--- config.mk ---
export PLATFORM = sky130hd
export DESIGN_NAME = blk_dma
export DESIGN_NICKNAME = d
export VERILOG_FILES = /design/src/rtl/blk_dma_pkg.sv /design/src/rtl/blk_dma_merge.sv /design/src/rtl/blk_dma_regs.sv /design/src/rtl/blk_dma_ctrl.sv /design/src/rtl/blk_dma.sv
export SDC_FILE = /design/constraint.sdc
export NUM_CORES = 1
export LEC_CHECK = 0
export ABC_AREA = 1
export BUFFER_PORTS_ARGS = -buffer_cell sky130_fd_sc_hd__buf_2
export CORE_MARGIN = 5
export CORE_UTILIZATION = 50
export DETAILED_ROUTE_END_ITERATION = 10
export HOLD_SLACK_MARGIN = 0.15
export PLACE_DENSITY = 0.68
export REMOVE_ABC_BUFFERS = 1
export SETUP_SLACK_MARGIN = 0.5
export SKIP_CTS_REPAIR_TIMING = 1
export SLEW_MARGIN = 40
export SYNTH_ARGS = -nofsm -noshare
export SYNTH_HDL_FRONTEND = slang
export SYNTH_SLANG_ARGS = --single-unit
export TNS_END_PERCENT = 100
--- constraint.sdc ---
create_clock -name clk -period 5.05 [get_ports clk]
set_input_delay 1.01 -clock clk [delete_from_list [all_inputs] [get_ports clk]]
set_output_delay 1.01 -clock clk [all_outputs]
set_load 0.01 [all_outputs]
--- src/rtl/blk_dma_pkg.sv ---
package blk_dma_pkg;

  localparam logic [3:0] MODE_COPY  = 4'b0001;
  localparam logic [3:0] MODE_SPI   = 4'b0010;
  localparam logic [3:0] MODE_FILL  = 4'b0100;
  localparam logic [3:0] MODE_BLIT  = 4'b0101;
  localparam logic [3:0] MODE_CRAM  = 4'b1100;
  localparam logic [3:0] MODE_SFILE = 4'b1101;

  localparam logic [3:0] SEL_SRC_LO = 4'd0;
  localparam logic [3:0] SEL_SRC_HI = 4'd1;
  localparam logic [3:0] SEL_SRC_EX = 4'd2;
  localparam logic [3:0] SEL_DST_LO = 4'd3;
  localparam logic [3:0] SEL_DST_HI = 4'd4;
  localparam logic [3:0] SEL_DST_EX = 4'd5;
  localparam logic [3:0] SEL_LEN    = 4'd6;
  localparam logic [3:0] SEL_NUM_LO = 4'd7;
  localparam logic [3:0] SEL_NUM_HI = 4'd8;

  typedef enum logic [2:0] {
    ST_IDLE, ST_RD_SRC, ST_RD_DST, ST_SPI, ST_WRITE, ST_AUX, ST_END
  } dma_state_e;

  // modes whose source pointer advances word by word
  function automatic logic src_walks(input logic [3:0] m);
    return (m == MODE_COPY) || (m == MODE_BLIT) || (m == MODE_CRAM) || (m == MODE_SFILE);
  endfunction

  // state that begins the handling of each word
  function automatic dma_state_e word_entry(input logic [3:0] m);
    case (m)
      MODE_COPY, MODE_CRAM, MODE_SFILE: return ST_RD_SRC;
      MODE_BLIT:                        return ST_RD_DST;
      MODE_SPI:                         return ST_SPI;
      MODE_FILL:                        return ST_WRITE;
      default:                          return ST_END;
    endcase
  endfunction

endpackage

--- src/rtl/blk_dma_merge.sv ---
module blk_dma_merge #(
  parameter int DW = 16
) (
  input  logic [DW-1:0] src,
  input  logic [DW-1:0] dst,
  input  logic          byte_mode,
  output logic [DW-1:0] merged
);
  localparam int NIBS = DW / 4;
  localparam int BYTES = DW / 8;

  logic [NIBS-1:0]  nib_nz;
  logic [BYTES-1:0] byte_nz;

  for (genvar b = 0; b < BYTES; b++) begin : g_byte
    assign byte_nz[b] = |src[8*b +: 8];
  end

  for (genvar n = 0; n < NIBS; n++) begin : g_nib
    assign nib_nz[n] = |src[4*n +: 4];
    assign merged[4*n +: 4] = (byte_mode ? byte_nz[n/2] : nib_nz[n]) ? src[4*n +: 4] : dst[4*n +: 4];
  end
endmodule

--- src/rtl/blk_dma_regs.sv ---
module blk_dma_regs import blk_dma_pkg::*; #(
  parameter int AW    = 22,
  parameter int LEN_W = 8,
  parameter int NUM_W = 16
) (
  input  logic             clk,
  input  logic             rst_n,
  input  logic             idle,
  input  logic             cfg_we,
  input  logic [3:0]       cfg_sel,
  input  logic [7:0]       cfg_data,
  input  logic             word_step,
  input  logic             block_end,
  input  logic             src_walk,
  input  logic             src_align,
  input  logic             dst_align,
  input  logic             wide,
  output logic [AW-1:0]    s_ptr,
  output logic [AW-1:0]    d_ptr,
  output logic [LEN_W-1:0] blk_len,
  output logic [NUM_W-1:0] blk_num
);
  localparam int EXT_W = AW - 14;

  logic [AW-1:0] s_base, d_base, stride, s_next, d_next;

  assign stride = wide ? AW'(512) : AW'(256);
  assign s_next = s_ptr + AW'(2);
  assign d_next = d_ptr + AW'(2);

  function automatic logic [AW-1:0] put_byte(input logic [AW-1:0] cur, input logic [1:0] part,
                                             input logic [7:0] d);
    case (part)
      2'd0:    return {cur[AW-1:8], d[7:1], 1'b0};
      2'd1:    return {cur[AW-1:14], d[5:0], cur[7:0]};
      default: return {d[EXT_W-1:0], cur[13:0]};
    endcase
  endfunction

  always_ff @(posedge clk or negedge rst_n) begin
    if (!rst_n) begin
      s_base  <= '0;
      s_ptr   <= '0;
      d_base  <= '0;
      d_ptr   <= '0;
      blk_len <= '0;
      blk_num <= '0;
    end else if (idle && cfg_we) begin
      case (cfg_sel)
        SEL_SRC_LO, SEL_SRC_HI, SEL_SRC_EX: begin
          s_base <= put_byte(s_base, cfg_sel[1:0], cfg_data);
          s_ptr  <= put_byte(s_base, cfg_sel[1:0], cfg_data);
        end
        SEL_DST_LO, SEL_DST_HI, SEL_DST_EX: begin
          d_base <= put_byte(d_base, 2'(cfg_sel - SEL_DST_LO), cfg_data);
          d_ptr  <= put_byte(d_base, 2'(cfg_sel - SEL_DST_LO), cfg_data);
        end
        SEL_LEN:    blk_len <= cfg_data[LEN_W-1:0];
        SEL_NUM_LO: blk_num[7:0] <= cfg_data;
        SEL_NUM_HI: blk_num[NUM_W-1:8] <= cfg_data[NUM_W-9:0];
        default: ;
      endcase
    end else if (word_step) begin
      if (block_end) begin
        if (src_walk) begin
          s_base <= src_align ? s_base + stride : s_next;
          s_ptr  <= src_align ? s_base + stride : s_next;
        end
        d_base <= dst_align ? d_base + stride : d_next;
        d_ptr  <= dst_align ? d_base + stride : d_next;
      end else begin
        if (src_walk) s_ptr <= s_next;
        d_ptr <= d_next;
      end
    end
  end
endmodule

--- src/rtl/blk_dma_ctrl.sv ---
module blk_dma_ctrl import blk_dma_pkg::*; #(
  parameter int AW    = 22,
  parameter int DW    = 16,
  parameter int LEN_W = 8,
  parameter int NUM_W = 16
) (
  input  logic             clk,
  input  logic             rst_n,
  input  logic             start,
  input  logic [3:0]       start_mode,
  input  logic             start_src_align,
  input  logic             start_dst_align,
  input  logic             start_wide,
  input  logic [LEN_W-1:0] blk_len,
  input  logic [NUM_W-1:0] blk_num,
  input  logic [AW-1:0]    s_ptr,
  input  logic [AW-1:0]    d_ptr,
  input  logic             mem_ready,
  input  logic [DW-1:0]    mem_rdata,
  input  logic             spi_valid,
  input  logic [DW-1:0]    spi_data,
  input  logic             aux_ready,
  input  logic [DW-1:0]    merged,
  output logic             idle,
  output logic             done,
  output logic             mem_valid,
  output logic             mem_write,
  output logic [AW-1:0]    mem_addr,
  output logic [DW-1:0]    mem_wdata,
  output logic             spi_ready,
  output logic             aux_valid,
  output logic             aux_sprite,
  output logic             word_step,
  output logic             block_end,
  output logic             src_walk,
  output logic             src_align,
  output logic             dst_align,
  output logic             wide,
  output logic [DW-1:0]    src_word,
  output logic [DW-1:0]    dst_word
);
  dma_state_e       state;
  logic [3:0]       mode_q;
  logic [LEN_W-1:0] wcnt;
  logic [NUM_W-1:0] bcnt;
  logic             last_word, last_all;

  assign idle      = (state == ST_IDLE);
  assign mem_valid = (state == ST_RD_SRC) || (state == ST_RD_DST) || (state == ST_WRITE);
  assign mem_write = (state == ST_WRITE);
  assign mem_addr  = (state == ST_RD_SRC) ? s_ptr : d_ptr;
  assign mem_wdata = (mode_q == MODE_BLIT) ? merged : src_word;
  assign spi_ready = (state == ST_SPI);
  assign aux_valid = (state == ST_AUX);
  assign aux_sprite = mode_q[0];
  assign src_walk  = src_walks(mode_q);
  assign word_step = ((state == ST_WRITE) && mem_ready) || ((state == ST_AUX) && aux_ready);
  assign last_word = (wcnt == blk_len);
  assign last_all  = last_word && (bcnt == blk_num);
  assign block_end = word_step && last_word;

  always_ff @(posedge clk or negedge rst_n) begin
    if (!rst_n) begin
      state     <= ST_IDLE;
      mode_q    <= '0;
      src_align <= 1'b0;
      dst_align <= 1'b0;
      wide      <= 1'b0;
      wcnt      <= '0;
      bcnt      <= '0;
      src_word  <= '0;
      dst_word  <= '0;
      done      <= 1'b0;
    end else begin
      done <= 1'b0;
      case (state)
        ST_IDLE: if (start) begin
          mode_q    <= start_mode;
          src_align <= start_src_align;
          dst_align <= start_dst_align;
          wide      <= start_wide;
          wcnt      <= '0;
          bcnt      <= '0;
          state     <= (start_mode == MODE_FILL) ? ST_RD_SRC : word_entry(start_mode);
        end
        ST_RD_DST: if (mem_ready) begin
          dst_word <= mem_rdata;
          state    <= ST_RD_SRC;
        end
        ST_RD_SRC: if (mem_ready) begin
          src_word <= mem_rdata;
          state    <= ((mode_q == MODE_CRAM) || (mode_q == MODE_SFILE)) ? ST_AUX : ST_WRITE;
        end
        ST_SPI: if (spi_valid) begin
          src_word <= spi_data;
          state    <= ST_WRITE;
        end
        ST_WRITE, ST_AUX: if (word_step) begin
          if (last_word) begin
            wcnt <= '0;
            bcnt <= bcnt + NUM_W'(1);
          end else begin
            wcnt <= wcnt + LEN_W'(1);
          end
          state <= last_all ? ST_END : word_entry(mode_q);
        end
        ST_END: begin
          state <= ST_IDLE;
          done  <= 1'b1;
        end
        default: state <= ST_IDLE;
      endcase
    end
  end
endmodule

--- src/rtl/blk_dma.sv ---
module blk_dma import blk_dma_pkg::*; #(
  parameter int AW    = 22,
  parameter int DW    = 16,
  parameter int LEN_W = 8,
  parameter int NUM_W = 16
) (
  input  logic          clk,
  input  logic          rst_n,
  input  logic          cfg_we,
  input  logic [3:0]    cfg_sel,
  input  logic [7:0]    cfg_data,
  input  logic          start,
  input  logic [3:0]    start_mode,
  input  logic          start_src_align,
  input  logic          start_dst_align,
  input  logic          start_wide,
  output logic          ready,
  output logic          done,
  output logic          mem_valid,
  input  logic          mem_ready,
  output logic          mem_write,
  output logic [AW-1:0] mem_addr,
  output logic [DW-1:0] mem_wdata,
  input  logic [DW-1:0] mem_rdata,
  input  logic          spi_valid,
  output logic          spi_ready,
  input  logic [DW-1:0] spi_data,
  output logic          aux_valid,
  input  logic          aux_ready,
  output logic          aux_sprite,
  output logic [AW-1:0] aux_addr,
  output logic [DW-1:0] aux_data
);
  logic [AW-1:0]    s_ptr, d_ptr;
  logic [LEN_W-1:0] blk_len;
  logic [NUM_W-1:0] blk_num;
  logic             word_step, block_end, src_walk, src_align, dst_align, wide;
  logic [DW-1:0]    src_word, dst_word, merged;

  assign aux_addr = d_ptr;
  assign aux_data = src_word;

  blk_dma_regs #(.AW(AW), .LEN_W(LEN_W), .NUM_W(NUM_W)) u_regs (
    .clk(clk), .rst_n(rst_n), .idle(ready), .cfg_we(cfg_we), .cfg_sel(cfg_sel),
    .cfg_data(cfg_data), .word_step(word_step), .block_end(block_end),
    .src_walk(src_walk), .src_align(src_align), .dst_align(dst_align), .wide(wide),
    .s_ptr(s_ptr), .d_ptr(d_ptr), .blk_len(blk_len), .blk_num(blk_num)
  );

  blk_dma_merge #(.DW(DW)) u_merge (
    .src(src_word), .dst(dst_word), .byte_mode(wide), .merged(merged)
  );

  blk_dma_ctrl #(.AW(AW), .DW(DW), .LEN_W(LEN_W), .NUM_W(NUM_W)) u_ctrl (
    .clk(clk), .rst_n(rst_n), .start(start), .start_mode(start_mode),
    .start_src_align(start_src_align), .start_dst_align(start_dst_align),
    .start_wide(start_wide), .blk_len(blk_len), .blk_num(blk_num),
    .s_ptr(s_ptr), .d_ptr(d_ptr), .mem_ready(mem_ready), .mem_rdata(mem_rdata),
    .spi_valid(spi_valid), .spi_data(spi_data), .aux_ready(aux_ready), .merged(merged),
    .idle(ready), .done(done), .mem_valid(mem_valid), .mem_write(mem_write),
    .mem_addr(mem_addr), .mem_wdata(mem_wdata), .spi_ready(spi_ready),
    .aux_valid(aux_valid), .aux_sprite(aux_sprite), .word_step(word_step),
    .block_end(block_end), .src_walk(src_walk), .src_align(src_align),
    .dst_align(dst_align), .wide(wide), .src_word(src_word), .dst_word(dst_word)
  );
endmodule

; Word level (Yosys, flattened, before mapping)
; Index checks and enable logic that the tools add are counted.
[classes]
multipliers = 0
muxes = 54
reduce_logical = 45
addsub = 7
magnitude_cmp = 0
n_bitwise = 0
n_div = 0
n_shift = 0
eq_ne = 38
[ops]
columns = op, count
row1 = 22-bit 2-to-1 mux, 19
row2 = 16-bit 2-to-1 mux, 6
row3 = 22-bit one-hot mux with 2 select lines, 2
row4 = 16-bit one-hot mux with 2 select lines, 2
row5 = "22-bit by 2-bit adder with 22-bit output, second input constant", 2
row6 = 22-bit adder, 2
row7 = "4-bit by 3-bit == test with 1-bit output, second input constant", 8
row8 = 8-bit 2-to-1 mux, 3
row9 = 3-bit 2-to-1 mux, 7
row10 = "4-bit == test, second input constant", 5
row11 = "16-bit by 1-bit adder with 16-bit output, second input constant", 1
row12 = 16-bit == test, 1
row13 = "4-bit by 2-bit == test with 1-bit output, second input constant", 4
row14 = 4-bit 2-to-1 mux, 4
row15 = 8-bit one-hot mux with 2 select lines, 1
row16 = 4-bit OR reduction, 4
row17 = 8-bit OR reduction, 2
row18 = 3-bit one-hot mux with 5 select lines, 1
row19 = "4-bit by 1-bit == test with 1-bit output, second input constant", 3
row20 = "2-bit inequality test, second input constant", 6
row21 = 3-bit one-hot mux with 4 select lines, 1
row22 = 2-bit AND reduction, 6
row23 = 3-bit AND reduction, 4
row24 = 3-bit OR reduction, 4
row25 = other kinds (20), 46
[word_totals]
romBits = 0
word_cells = 161
latch_bits = 0
regBits = 179
mem_bits_rw = 0
n_memories = 0

; Depth between registers and ports, before layout
; Gate-level depths: netlist of the first run.
[logic_depth]
word_depth = 8
mapped_depth = 14
ltp_nobuf = 13

; Hierarchy
; A second synthesis of the first run with hierarchy kept.
[hier_totals]
cells_unflattened = 1890
area_unflattened_um2 = 12495.7
[modules_own_cells]
columns = mod, instances, cells_per_inst, seq_area_each_um2, area_each_um2
row1 = blk_dma_regs, 1, 1147, 2802.7, 7833.8
row2 = blk_dma_ctrl, 1, 675, 1676.6, 4376.7
row3 = blk_dma_merge, 1, 68, 0.0, 285.3

; Worst setup path before layout of the first run
; No wires, ideal clock.
[synth_path]
path_kind = input -> register
from = input cfg_sel[1]
to = register u_regs.d_ptr[2]
n_path_buf = 3
path_stages = 14
path_slack_ps = 2354
t_arrival_ps = 2578
cell_sequence = clkbuf_1 -> inv_1 -> ha_1 -> clkbuf_1 -> nor2_1 -> nor3_1 -> nor2_1 -> nand2_1 -> nand2_1 -> buf_4 -> nor2_1 -> o21ai_0 -> a21oi_1 -> nor2_1
[synth_via]
elab_chain_len = 5
[synth_rtl]
columns = item, line_no
row1 = from (decl), blk_dma.sv:10  ; input logic [3:0] cfg_sel,
row2 = 2-bit subtractor, blk_dma_regs.sv:56  ; d_ptr <= put_byte(d_base, 2'(cfg_sel - SEL_DST_LO), cfg_data);
row3 = 2-bit by 1-bit == test with 1-bit output or 2-bit logical NOT (tied branches), blk_dma_regs.sv:33  ; case (part)
row4 = 22-bit one-hot mux with 2 select lines, blk_dma_regs.sv:33
row5 = 22-bit 2-to-1 mux, --
row6 = 22-bit 2-to-1 mux, blk_dma_regs.sv:48  ; end else if (idle && cfg_we) begin
row7 = to (signal assigned), blk_dma_regs.sv:56
row8 = to (signal assigned), blk_dma_regs.sv:70  ; d_ptr <= dst_align ? d_base + stride : d_next;
row9 = to (signal assigned), blk_dma_regs.sv:73  ; d_ptr <= d_next;
row10 = to (decl), blk_dma_regs.sv:19  ; output logic [AW-1:0] d_ptr,
; Parallel ways exist; a longest one is shown, timed or not. The select of a mux whose other input is x is not followed.
; A chain may end at the register's enable or synchronous reset.

; Worst setup path after layout of the first run
[layout_path]
from = register u_ctrl.state[1]
to = register u_regs.s_base[20]
[layout_via]
elab_chain_len = 6
[layout_rtl]
columns = item, line_no
row1 = from (decl), blk_dma_ctrl.sv:42  ; dma_state_e state;
row2 = from (signal assigned), blk_dma_ctrl.sv:84  ; state <= (start_mode == MODE_FILL) ? ST_RD_SRC : word_entry(start_mode);
row3 = from (signal assigned), blk_dma_ctrl.sv:92  ; state <= ((mode_q == MODE_CRAM) || (mode_q == MODE_SFILE)) ? ST_AUX : ST_WRITE;
row4 = from (signal assigned), blk_dma_ctrl.sv:105  ; state <= last_all ? ST_END : word_entry(mode_q);
row5 = 3-bit == test, blk_dma_ctrl.sv:57  ; assign word_step = ((state == ST_WRITE) && mem_ready) || ((state == ST_AUX) && aux_ready);
row6 = 1-bit logical AND, blk_dma_ctrl.sv:57
row7 = 1-bit logical OR, blk_dma_ctrl.sv:57
row8 = 1-bit logical AND, blk_dma_ctrl.sv:60  ; assign block_end = word_step && last_word;
row9 = 2-bit nonzero test (no line), --
row10 = 4-bit AND reduction (no line), --
row11 = to (signal assigned), blk_dma_regs.sv:51  ; s_base <= put_byte(s_base, cfg_sel[1:0], cfg_data);
row12 = to (signal assigned), blk_dma_regs.sv:66  ; s_base <= src_align ? s_base + stride : s_next;
row13 = to (decl), blk_dma_regs.sv:25  ; logic [AW-1:0] s_base, d_base, stride, s_next, d_next;
; Parallel ways exist; a longest one is shown, timed or not.

==> results of run 1 <==
## cells by family after synthesis
| group | after synthesis |
|---|---|
| AO/OA/AOI/OAI | 315 |
| buffers and inverters | 330 |
| XOR/XNOR | 36 |
| flip-flops | 179 |
| AND/OR/NAND/NOR | 1103 |
| adder cells (fa/ha/maj) | 15 |
## final cells by class
cell class,instances,share of cell area
clock inverters,14,0.0129
multi-input cells,1469,0.485
repair buffers,150,0.0571
clock buffers,18,0.0311
flip-flops and latches,179,0.317
diodes,1,0.000177
well taps,330,0.0292
inverters,252,0.0670
## layer usage
layer  routed length (µm)  global-route usage
met2                18100               0.444
met3                 2970              0.0437
met1                17700               0.394
met4                 1470               0.114
met5                   13                   0
## worst max-delay path by stage
stage | slack, ns | to | startpoint
finish | 1.59 | u_regs.s_base[20] | u_ctrl.state[1]
CTS | 1.69 | u_regs.d_ptr[0] | u_ctrl.state[1]
floorplan | 2.05 | u_regs.d_ptr[12] | cfg_we
global placement | 1.60 | u_regs.d_base[2] | mem_ready
global route | 1.32 | u_regs.d_base[10] | u_ctrl.state[1]
detailed placement | 1.56 | u_regs.d_ptr[0] | mem_ready
## power by group through the flow
stage          Sequential, mW  Clock [mW]  Combinational [mW]
2_1_floorplan            2.55           0                2.88
3_3_place_gp             2.69           0                4.16
3_5_place_dp             2.70           0                4.23
4_1_cts                  2.68        1.44                4.26
5_1_grt                  2.79        1.50                4.88
6_report                 2.71        1.43                4.28
## sequential cells by signal (all words and copies together), names as in the netlist, 3 cells and up
signal	count
u_ctrl.bcnt	16
u_ctrl.dst_word	16
u_ctrl.mode_q	4
u_ctrl.src_word	16
u_ctrl.state	3
u_ctrl.wcnt	8
u_regs.blk_len	8
u_regs.blk_num	16
u_regs.d_base	22
u_regs.d_ptr	22
u_regs.s_base	22
u_regs.s_ptr	22
## placed cells by master, fill, tap and decap left out, types with 3 or more instances in the layout
cell type,Yosys,final
ha_1,13,13
buf_4,3,8
a21oi_1,106,106
clkbuf_16,0,17
a21boi_0,6,6
nand3_1,164,164
dfrtp_1,179,179
a22oi_1,7,7
clkinv_8,0,3
nor3_1,21,21
a31oi_1,18,18
nand2_2,5,5
o21ai_0,142,142
nand2_1,605,605
o211ai_1,7,7
nor2_1,257,256
inv_1,243,241
nand3b_1,13,13
buf_2,24,139
a211o_1,4,4
o21ai_1,9,9
xnor2_1,6,6
nand4_1,21,21
inv_8,0,6
or2_2,7,7
xor2_1,30,30
inv_2,7,9
o21ai_2,8,8
## per-stage QoR
step	cell area, µm²	setup slack, ns
floorplan	12300	2.05
global placement	13500	1.60
detailed placement	13500	1.56
CTS	14100	1.69
global route	14100	1.32
finish	14100	1.59
## critical path, stage by stage, from the launching register on
cell,delay [ns]
dfrtp_1,0.50
nor2_4,0.42
nand3_1,0.16
nand2_2,0.14
nand3_4,0.51
nand2_2,0.73
nand2_2,0.27
inv_2,0.39
nor2_1,0.07
a21oi_1,0.15
==> flow_metrics.tcl, run 1 <==
set metrics [dict create \
    synth.distinct_cells 43 \
    pin_count 141 \
    rsz0062_at_grt "false" \
    ctsLongestPathBuffers 2 \
    yosys-top-cells-area "dfrtp_1 (35%), nand2_1 (18%), nor2_1 (7.6%)" \
    ir_drop_mv 0.278 \
    path_max_fanout 46 \
    whs_endpoint "u_ctrl.dst_word[15]" \
    dp.cells 2379 \
    routed_wl_um 40300 \
    clock-sinks 179 \
    first_global_vias 12600 \
    synth_edf_count 0 \
    cts_buffers 17 \
    fin_setup_tns_ns 0 \
    ys.flop_type "dfrtp_1" \
    die_h_um 169 \
    syn_to_final_growth_pct 11.6 \
    end_kind "register" \
    die_w_um 169 \
    p_int_mw 4.19 \
    cts_tree "yes" \
    hold_path_class "reg2reg" \
    yosysMostFrequentCell "nand2_1" \
    arrival_ns 3.82 \
    hold_slack_ns 0.507 \
    hold_viol 0 \
    dpl.hpwl_um 28500 \
    cap_viol_max_count 0 \
    ys.warnings.count 0 \
    p_clk_frac 0.169 \
    portBuffers 140 \
    drive_gt1_frac 0.107 \
    combPwrFrac 0.508 \
    groute.usage.overall 0.283 \
    period_minus_slack_ns 3.46 \
    synth_adder_area_share 0.0160 \
    synth_compound_area_frac 0.136 \
    swShare 0.502 \
    synthCells 1978 \
    nets 2142 \
    ys_top_cells_by_count "nand2_1 (605), nor2_1 (257), inv_1 (243), dfrtp_1 (179), nand3_1 (164)" \
    root_buffer "clkbuf_16" \
    worst_setup_path_start_kind "register" \
    syn-cell-area_um2 12600 \
    synthMuxAreaShare 0 \
    power_frac_seq 0.322 \
    vias 13300 \
    hold_path_startpoint "u_ctrl.dst_word[15]" \
    finalCritPeriodShare 0.685 \
    clk_pin_slew_ns 0.08 \
    ant_nets 0 \
    wire_per_inst_um 16.7 \
    drt-vias-per-instance 5.50 \
    yosys.area_share.simple 0.364 \
    critPathKind "reg2reg" \
    r2r_slack_ns 1.59 \
    routabilityCongestion 0.913 \
    power_mw 8.42 \
    whs_path_depth 2 \
    fill_cells 2508 \
    drc_errors 0 \
    relSlewSlack 0.414 \
    synth-xor-area-share 0.0249 \
    rows 58 \
    rr_worst_depth 9 \
    multi_input_comb_area_um2 6850 \
    fin_cells 2413 \
    required_ns 5.41 \
    netSwitchingPower_mw 4.22 \
    syn_avg_cell_area_um2 6.39 \
    grt_pass1_wl_um 65200 \
    r2r_end "u_regs.s_base[20]" \
    grt_max_degree 93 \
    antenna_found_initial 2 \
    ys_seq_area_frac 0.354 \
    yosysTopAreaCellShare 0.354 \
    ys_ff_latch 179 \
    fin_util 0.564 \
    power_density_nw_per_um2 596 \
    seqCellArea_um2 4480 \
    leakagePower_nw 7.47 \
    async_flop_share 1.00 \
    drtIter0Drc 1489 \
    fmax_mhz 289 \
    tightest_slew_ns 0.874 \
    fin_worst_skew_ns 0.0137 \
    reg2reg_from "u_ctrl.state[1]" \
    status "complete, no violations" \
    synth_top_cell_by_area "dfrtp_1" \
    core_area_um2 25000 \
    synth_top_family_by_area "simple AND/OR/NAND/NOR gates" \
    setup_violations 0 \
    initial_core_util 0.505 \
    grt_overflow 0 \
    die_area_um2 28600 \
    clk_latency_ns 0.45 \
    final-max-slew-violation-count 0 \
    drtPass1Iterations 6 \
    cts_max_level 4 \
]
Note: power is estimated with default switching activity, not from simulation.
==> inputs of run 2 (changes only) <==
Settings changed: PLACE_DENSITY 0.68 to 0.7.
Clock period 5.05 ns to 3.1 ns, I/O delays scaled along.
==> run 2 against run 1 <==
Net effect:
- combinational power grew 71%
- clock skew grew 0.0027 ns
- via count grew 2.2%
- final area grew 2.1%
- register-to-register slack lost 0.93 ns
- final cell count grew 1.2%
- critical path depth shrank 4
- core utilization grew 1.2 points
- die area is the same
- non-clock buffer count grew 27
==> flow_metrics.tcl, run 2 (synthesis gave the netlist of run 1 again) <==
set metrics [dict create \
    status "complete, no violations" \
    diodes 0 \
    die_w_um 169 \
    setup_violations 0 \
    dpl.hpwl_um 29100 \
    grtUsageMet3 0.0507 \
    design_area_um2 14400 \
    final-max-slew-violation-count 0 \
    hold_path_class "in2reg" \
    first_global_vias 12500 \
    grt_overflow 0 \
    cts_buffers 17 \
    die_area_um2 28600 \
    arrival_ns 1.93 \
    drtIter0Drc 1476 \
    grt_pass1_wl_um 65400 \
    hold_viol 0 \
    dp.cells 2399 \
    cap_viol_max_count 0 \
    initial_core_util 0.505 \
    fmax_mhz 392 \
    fin_util 0.576 \
    wire_per_inst_um 16.9 \
    groute.usage.overall 0.283 \
    cts_tree "yes" \
    routabilityCongestion 0.941 \
    leakagePower_nw 7.61 \
    tightest_slew_ns 0.701 \
    clk_latency_ns 0.45 \
    routed_wl_um 41300 \
    power_mw 13.9 \
    period_minus_slack_ns 2.55 \
    pin_count 141 \
    relSlewSlack 0.529 \
    fin_setup_tns_ns 0 \
    nets 2171 \
    final_cell_mix "nand2_1 (602), nor2_1 (255), inv_1 (241)" \
    drive_gt1_frac 0.124 \
    clk_pin_slew_ns 0.09 \
    rows 58 \
    die_h_um 169 \
    r2r_slack_ns 0.66 \
    power_density_nw_per_um2 967 \
    fin_worst_skew_ns 0.0164 \
    ctsLongestPathBuffers 2 \
    cts_max_level 4 \
    drt-vias-per-instance 5.56 \
    syn_to_final_growth_pct 14.0 \
    critPathKind "reg2out" \
    clock-sinks 179 \
    portBuffers 140 \
    ir_drop_mv 0.429 \
    grt_use_met1 0.389 \
    drtPass1Iterations 6 \
    grt_max_degree 78 \
    ant_nets 0 \
    rsz0062_at_grt "true" \
    antenna_found_initial 1 \
    core_area_um2 25000 \
    vias 13600 \
    finalCritPeriodShare 0.823 \
    root_buffer "clkbuf_16" \
    path_max_fanout 18 \
    worst_setup_path_start_kind "register" \
    fin_cells 2441 \
    drc_errors 0 \
    dpl_cell_area_um2 13600 \
    end_kind "output port" \
    use_met2 0.452 \
    final_common_cell "nand2_1" \
    busiest_layer "met2" \
    required_ns 2.48 \
]
[run 2: critical path: stages (launching register included)]
cell and delay, ns:
dfrtp_2 0.46, inv_2 0.10, nor2_4 0.14, nand2_4 0.15, o21ai_0 0.42, buf_2 0.22
[run 2: layout make-up]
| class | instances | area, µm² |
|---|---|---|
| repair buffers | 177 | 1040 |
| inverters | 252 | 958 |
| flip-flops and latches | 179 | 4480 |
| clock inverters | 14 | 180 |
| well taps | 330 | 413 |
| repair inverters | 1 | 7.51 |
| clock buffers | 18 | 439 |
| fillers | 2464 | 10600 |
| multi-input cells | 1470 | 6900 |
[run 2: final timing paths]
check,from,to,depth (start not counted)
min in group asynchronous,rst_n,u_ctrl.src_word[9],2
setup / recovery,u_ctrl.state[0],mem_addr[7],5
hold / removal,spi_data[2],u_ctrl.src_word[2],3
hold reg to reg,u_ctrl.dst_word[15],u_ctrl.dst_word[15],2
max in group asynchronous,rst_n,u_ctrl.wide,3
setup reg to reg,u_ctrl.state[1],u_regs.s_ptr[17],7
[run 2: per-layer routing]
metal  vias to the layer above  routed length [µm]  share of wire
met5                         -                  13        0.00032
met4                         2                1290          0.031
met3                        90                3620          0.088
met2                       615               18900           0.46
met1                      6342               17500           0.42
li1                       6521                   -              -
[run 2: report_power, final]
part / switching (mW) / internal [mW]
Clock: 1.17 / 1.12
Combinational: 4.78 / 2.53
Sequential: 1.07 / 3.27
Total: 7.01 / 6.93
[run 2: through the flow]
stage / setup slack [ns] / hold WS [ns]
4_1_cts: 0.0938 / 0.0870
3_5_place_dp: 0.328 / 0.480
6_report: 0.550 / 0.418
5_1_grt: 0.481 / 0.421
2_1_floorplan: 0.212 / 0.324
3_3_place_gp: 0.348 / 0.474
